<file path="src/rtl/gis_pkg.sv">
package gis_pkg;

    // Width of the per-channel latency field; the deepest tap follows from it.
    localparam int LAT_W   = 3;
    localparam int MAX_LAT = (1 << LAT_W) - 1;

    typedef logic [LAT_W-1:0] lat_t;

    typedef struct packed {
        logic dual;     // 1: time-multiplexed dual input
        logic act_hi;   // 1: indicators active high
        lat_t lat;      // detect delay in sample clocks
    } gis_cfg_t;

    typedef struct packed {
        logic a;
        logic b;
    } ind_pair_t;

    // Drive level for an indicator given whether it is asserted.
    function automatic logic drive_level(logic asserted, logic act_hi);
        return asserted ? act_hi : ~act_hi;
    endfunction

    // Route a delayed detect onto the two indicators.
    function automatic ind_pair_t route(logic hit, logic sel, gis_cfg_t cfg);
        ind_pair_t r;
        if (!cfg.dual) begin
            r.a = drive_level(hit, cfg.act_hi);
            r.b = ~r.a;
        end else begin
            r.a = drive_level(hit & ~sel, cfg.act_hi);
            r.b = drive_level(hit &  sel, cfg.act_hi);
        end
        return r;
    endfunction

endpackage

</file>
<file path="src/rtl/gis_delay_line.sv">
module gis_delay_line
    import gis_pkg::*;
#(
    parameter int DEPTH = MAX_LAT
) (
    input  logic clk,
    input  logic rst,
    input  logic din,
    input  lat_t lat,
    output logic dout
);
    localparam int NSTG = DEPTH + 1;

    logic [NSTG-1:0] stg;

    // Stage 0 is the input register; later stages each add one clock.
    always_ff @(posedge clk) begin
        if (rst) stg[0] <= 1'b0;
        else     stg[0] <= din;
    end

    for (genvar i = 1; i < NSTG; i++) begin : g_stage
        always_ff @(posedge clk) begin
            if (rst) stg[i] <= 1'b0;
            else     stg[i] <= stg[i-1];
        end
    end

    // The tap select is combinational, so a new latency reuses the stored history.
    always_comb begin
        dout = 1'b0;
        for (int k = 0; k < NSTG; k++) begin
            if (int'(lat) == k) dout = stg[k];
        end
    end

endmodule

</file>
<file path="src/rtl/gis_steer.sv">
module gis_steer
    import gis_pkg::*;
(
    input  logic     hit,
    input  logic     sel,
    input  gis_cfg_t cfg,
    output logic     ind_a,
    output logic     ind_b
);
    ind_pair_t pair;

    always_comb begin
        pair  = route(hit, sel, cfg);
        ind_a = pair.a;
        ind_b = pair.b;
    end

endmodule

</file>
<file path="src/rtl/gis_channel.sv">
module gis_channel
    import gis_pkg::*;
(
    input  logic     clk,
    input  logic     rst,
    input  logic     det,
    input  logic     sel,
    input  gis_cfg_t cfg,
    output logic     ind_a,
    output logic     ind_b
);
    logic hit;

    gis_delay_line #(.DEPTH(MAX_LAT)) u_dly (
        .clk  (clk),
        .rst  (rst),
        .din  (det),
        .lat  (cfg.lat),
        .dout (hit)
    );

    gis_steer u_steer (
        .hit   (hit),
        .sel   (sel),
        .cfg   (cfg),
        .ind_a (ind_a),
        .ind_b (ind_b)
    );

endmodule

</file>
<file path="src/rtl/gain_ind_steer.sv">
module gain_ind_steer
    import gis_pkg::*;
#(
    parameter int NCH = 2
) (
    input  logic               clk,
    input  logic               rst,
    input  logic [NCH-1:0]     det_i,
    input  logic [NCH-1:0]     tdm_sel_i,
    input  logic [NCH-1:0]     dual_mode_i,
    input  logic [NCH-1:0]     act_high_i,
    input  logic [NCH*LAT_W-1:0] lat_i,
    output logic [NCH-1:0]     ind_a_o,
    output logic [NCH-1:0]     ind_b_o
);
    for (genvar c = 0; c < NCH; c++) begin : g_ch
        gis_cfg_t cfg;

        always_comb begin
            cfg.dual   = dual_mode_i[c];
            cfg.act_hi = act_high_i[c];
            cfg.lat    = lat_i[c*LAT_W +: LAT_W];
        end

        gis_channel u_ch (
            .clk   (clk),
            .rst   (rst),
            .det   (det_i[c]),
            .sel   (tdm_sel_i[c]),
            .cfg   (cfg),
            .ind_a (ind_a_o[c]),
            .ind_b (ind_b_o[c])
        );
    end

endmodule

</file>
<file path="config.mk">
export PLATFORM = sky130hd
export DESIGN_NAME = gain_ind_steer
export DESIGN_NICKNAME = d
export VERILOG_FILES = /design/src/rtl/gis_pkg.sv /design/src/rtl/gis_delay_line.sv /design/src/rtl/gis_steer.sv /design/src/rtl/gis_channel.sv /design/src/rtl/gain_ind_steer.sv
export SDC_FILE = /design/constraint.sdc
export NUM_CORES = 1
export LEC_CHECK = 0
export CORE_UTILIZATION = 47
export DETAILED_ROUTE_END_ITERATION = 10
export PLACE_DENSITY = 0.79
export SETUP_SLACK_MARGIN = 0.1
export SLEW_MARGIN = 0
export SYNTH_ARGS = -nofsm -noshare
export SYNTH_HDL_FRONTEND = slang
export SYNTH_SLANG_ARGS = --single-unit
</file>
<file path="constraint.sdc">
create_clock -name clk -period 3.6 [get_ports clk]
set_input_delay 0.54 -clock clk [delete_from_list [all_inputs] [get_ports clk]]
set_output_delay 0.54 -clock clk [all_outputs]
set_load 0.005 [all_outputs]
</file>
== Word level (Yosys, flattened, before mapping) ==
Index checks and enable logic that the tools add are counted.
Storage, ports and cells
  RAM bits: 0
  output and inout bits: 4
  word-level logic and storage cells: 66
  memories kept: 0
  bits in latches: 0
  bits in registers: 16
  input bits: 16
  ROM bits: 0
Cells by class
  bitwise logic cells: 10
  mux-type cells: 24
  multiply operators: 0
  div/mod/pow operators: 0
  equal/unequal tests: 14
  $lt $le $gt $ge: 0
  shift-type cells: 0
  reductions and logical operators: 2
  $add $sub $neg: 0
Operator list (number)
  3-bit equality test (second input constant): 8
  1-bit two-way mux: 22
  3-bit by 2-bit equality test with 1-bit output (second input constant): 4
  3-bit by 1-bit equality test with 1-bit output (second input constant): 2
  3-bit zero test: 2
  1-bit NOT: 6
  1-bit bitwise AND: 4
  2-bit two-way mux: 2

== Longest topological paths before layout ==
Gate-level depths: netlist of the first run.
  depth after elaboration: 12
  gate-level depth with buffers: 5
  gate-level depth less buffers: 4

== Cells and area by module ==
A second synthesis of the first run with hierarchy kept.
Unflattened totals
  cells, all modules: 52
  area total of the unflattened synthesis: 663.1 µm²
By module, submodules not included
  gis_delay_line: instances 2, sequential area each 160.2 µm², area an instance 274.0 µm², cells an instance 19
  gis_steer: instances 2, sequential area each 0.0 µm², area an instance 57.6 µm², cells an instance 7

== Worst setup path after synthesis of the first run ==
OpenSTA, ideal clock, no wires.
  path type: input to output
  start: in lat_i[1]
  end: out ind_b_o[0]
  cell stages on the path: 5
  path slack: 1.318 ns
  data required time: 3.060 ns
  arrival time: 1.742 ns
  cells stage by stage: mux4_1 > mux2i_2 > mux2i_1 > xnor2_1 > buf_4
Between the ends
  longest elaborated chain between the ends: 12
RTL lines
  start, declared: line gain_ind_steer.sv:12  | input logic [NCH*LAT_W-1:0] lat_i,
  3-bit zero test: line gis_delay_line.sv:33  | if (int'(lat) == k) dout = stg[k];
  1-bit two-way mux (7 in series): line gis_delay_line.sv:33
  1-bit two-way mux *: line gis_delay_line.sv:33
  1-bit bitwise AND / 1-bit two-way mux (equally long branches): line gis_pkg.sv:33, gis_pkg.sv:22
  1-bit two-way mux / 1-bit NOT (equally long branches): line gis_pkg.sv:22, gis_pkg.sv:30
  2-bit two-way mux *: line gis_pkg.sv:28  | if (!cfg.dual) begin
  end, declared: line gain_ind_steer.sv:14  | output logic [NCH-1:0] ind_b_o
Every way passes the cells marked *; elsewhere a longest branch is shown, timed or not.

== Worst setup path after layout of the first run ==
Same ends and word-level chain as after synthesis.

==> results.md, run 1 <==
* Critical path peak fanout at 2
* Post-CTS Setup Bufs at 0
* Status: finished, final reports clean
* Final setup vio count at 0
* Syn Nets at 69
* Largest net degree at the start of global routing at 17
* First-pass GRT wire length at between 1 and 1.5 mm
* CTS tree: built
* CP Capture Type: output pin
* CTS root buffer: clkbuf_4
* Synth Register Bits at 16
* Worst-path clk slew at 0.08 ns
* Final setup margin at around 0.35 ns
* Switching part of the total at 19.33%
* I/O Buffers at 19
* CTS H-Tree Depth at 1
* Detailed Route Iter0 Violations at 0
* Max FFs per register at 16
* Critical path arrival at about 2.7 ns
* Synthesis warning total at 0
* Core Region at ~0.0013 sq mm
* GPL Wtd Cong at approximately 0.75
* Starting Density at ~51%
* Period utilisation layout at roughly 90%
* Max incr delay on CP at between 0.5 and 0.6 ns
* Die width at 39.46 um
* Pre-antenna DRT Iters at 1
* Crit path time final at around 3.3 ns
* Yosys top cell area share at between 40% and 50%
* Die area at between 0.0015 and 0.002 sq mm
* Synth-to-Final Area Change at 32.07%
* Sum of negative setup slack at 0 ns
* Max Freq at a little over 0.3 GHz
* Biggest register: g_ch.u_ch.u_dly.stg
* Sequential Power Share at 53.5%
* I/O Pins at 20
* Number of global-route vias before repair at between 300 and 400
* Setup Skew at 0.002003 ns
* Crit path top cell by count: clkdlybuf4s50_1
* Clock power share at approximately a third
* Die height at just under 40 um
* RSZ-0062 raised after global routing: false
* CP Launch Type: primary input
* Site Rows at 13
* Fin nets at 88
* Resize count post-CTS at 0
* Hold Crit Class: reg2reg
* Post-synthesis sequential area ratio at 48.58%
* Antenna Nets Post-Route at 0
* Sw power at between 60 and 70 uW
* WHS Path Cells at 1
* Num Clock Sinks at 16
* Hold EP: g_ch[0].u_ch.u_dly.stg[6]
* Worst setup startpoint: lat_i[1]
* CTS Hold Buffers Added at 0
* Slew @ Worst Pin at 0.5146 ns
* R2R setup slack at between 3 and 4 ns
* Req. time, crit path at roughly 3 ns
* Category of the critical setup timing path: in2out
* DR WL/cell at approximately 11 um
* R2R Path End: g_ch[0].u_ch.u_dly.stg[7]
* Ant diodes at 0
* PwrDens at about 390 mW/mm^2
* Post-route DRC at 0
* Bufs on Longest Clock Path at 2
* Hold Fails Final Rpt at 0
* Leak at approximately 0.00036 uW
* Synth Instances at 53
* Internal Dissipation at roughly 270 uW
* Share of cells above drive strength 1 at 8.451%
* Max-slew headroom at 65.59%
* R2R cell count at 1
* Dpl ws at roughly 0.33 ns
* HP Start: g_ch[0].u_ch.u_dly.stg[5]
* Clock latency on the worst-skew pair at approximately 0.28 ns
* Post-synth top area cell: dfxtp_1
* CTS buffer count at 3
* Worst r2r src: g_ch[0].u_ch.u_dly.stg[6]
* Area contributors post-synth: dfxtp_1 (49%), mux4_1 (16%), nor2b_1 (15%)
* Yosys cell types at 10
* Critical path cell sequence: clkdlybuf4s50_1, mux4_1, mux2i_2, mux2i_1, xnor2_1, clkdlybuf4s50_1
* Comb pwr share at between 10% and 20%
* DR vias/cell at roughly 4.9
* Cell Area, Synth at between 600 and 700 sq um
* Gr usage total at around 16%
* Drt total wl at ~950 um
* Via Count at approximately 420
* Max Slew Vio Count at 0
* Max stage delay cell, worst path: mux4_1
* Total congestion overflow at 0
* WHS at approximately 0.46 ns
* Synthesized area per cell at around 12 sq um
* Max-cap violations at 0
* Antenna violations before repair at 0
* Largest regs: g_ch.u_ch.u_dly.stg: 16 flops
* VDD IR max at 0.0002724 V
[layout make-up]
| cell class | count | area, sq um |
|---|---|---|
| Fill cell | 110 | 430.4 |
| Sequential cell | 16 | 320.3 |
| Multi-Input combinational cell | 32 | 305.3 |
| Timing Repair Buffer | 19 | 190.2 |
| Clock buffer | 4 | 36.28 |
| Tap cell | 15 | 18.77 |
[per-layer routing]
metal	GRT usage, %	vias to the layer above	share of wire [%]
met5	0	-	0
met4	15.52	0	3.9
met3	5.114	5	6.9
met2	22.95	16	47
met1	17.41	185	43
li1	-	215	-
[cells in the mapped netlist]
master	instances
mux2i_1	2
xnor2_1	4
nor2b_1	16
mux2i_2	2
buf_4	4
dfxtp_1	16
nand2_1	2
mux4_1	4
a21oi_1	2
clkbuf_1	1
[cells in the final DEF, fill, tap and decap left out]
| cell type | Yosys | final |
|---|---|---|
| a21oi_1 | 2 | 2 |
| xnor2_1 | 4 | 4 |
| mux2i_1 | 2 | 2 |
| nor2b_1 | 16 | 16 |
| clkdlybuf4s50_1 | 0 | 19 |
| dfxtp_1 | 16 | 16 |
| mux2i_2 | 2 | 2 |
| clkbuf_8 | 0 | 1 |
| clkbuf_4 | 0 | 3 |
| mux4_1 | 4 | 4 |
| nand2_1 | 2 | 2 |
[critical path: cells and delay by family]
family                    cells  cell delay [ns]
xor gates and xnor gates      1             0.13
buffers and inverters         2             1.02
muxes                         3             1.02
[power by group through the flow]
stage	Clock, uW	Sequential [uW]	Combinational [uW]
after floorplan	0	185	22.3
after global placement	0	186	44.7
after detailed placement	0	186	45.5
after CTS	118	182	45.7
after global routing	125	182	48.8
final	113	182	45.2
[worst max-delay path by stage]
stage | endpoint | depth (start not counted) | slack [ns]
floorplan | ind_b_o[0] | 5 | 1.32
CTS | ind_b_o[0] | 6 | 0.33
detailed placement | ind_b_o[0] | 6 | 0.33
global placement | ind_b_o[0] | 6 | 0.35
finish | ind_b_o[0] | 6 | 0.35
global route | ind_b_o[0] | 6 | 0.24
[stage by stage]
step	utilization [%]	power [uW]	instances	instance area, sq um
global placement	64.13	230.7	82	834.6
floorplan	-	207.6	53	659.4
finish	66.92	339.5	86	870.8
detailed placement	64.13	231.4	82	834.6
global route	66.92	356.1	86	870.8
CTS	66.92	345.4	86	870.8
[kinds of logic after synthesis]
kind of cell              after synthesis  synth area share, %
AOI/OAI and AO/OA                       2                1.518
and+or+nand+nor                        18                16.32
buffers and inverters                   5                5.123
muxes                                   8                23.15
xor gates and xnor gates                4                5.313
DFF                                    16                48.58
(Power assumes the default switching activity.)
==> inputs of run 2 (changes only) <==
--- a/config.mk
+++ b/config.mk
@@ -5,6 +5,7 @@
 export SDC_FILE = /design/constraint.sdc
 export NUM_CORES = 1
 export LEC_CHECK = 0
+export CORE_MARGIN = 1
 export CORE_UTILIZATION = 47
 export DETAILED_ROUTE_END_ITERATION = 10
 export PLACE_DENSITY = 0.79
==> results of run 2 <==
The final DEF is identical to that of run 1; final timing and power are the same.
==> inputs of run 3 (changes only) <==
--- a/config.mk
+++ b/config.mk
@@ -10,7 +10,6 @@
 export DETAILED_ROUTE_END_ITERATION = 10
 export PLACE_DENSITY = 0.79
 export SETUP_SLACK_MARGIN = 0.1
-export SLEW_MARGIN = 0
 export SYNTH_ARGS = -nofsm -noshare
 export SYNTH_HDL_FRONTEND = slang
 export SYNTH_SLANG_ARGS = --single-unit
==> results of run 3 <==
The final DEF is identical to that of run 1; final timing and power are the same.
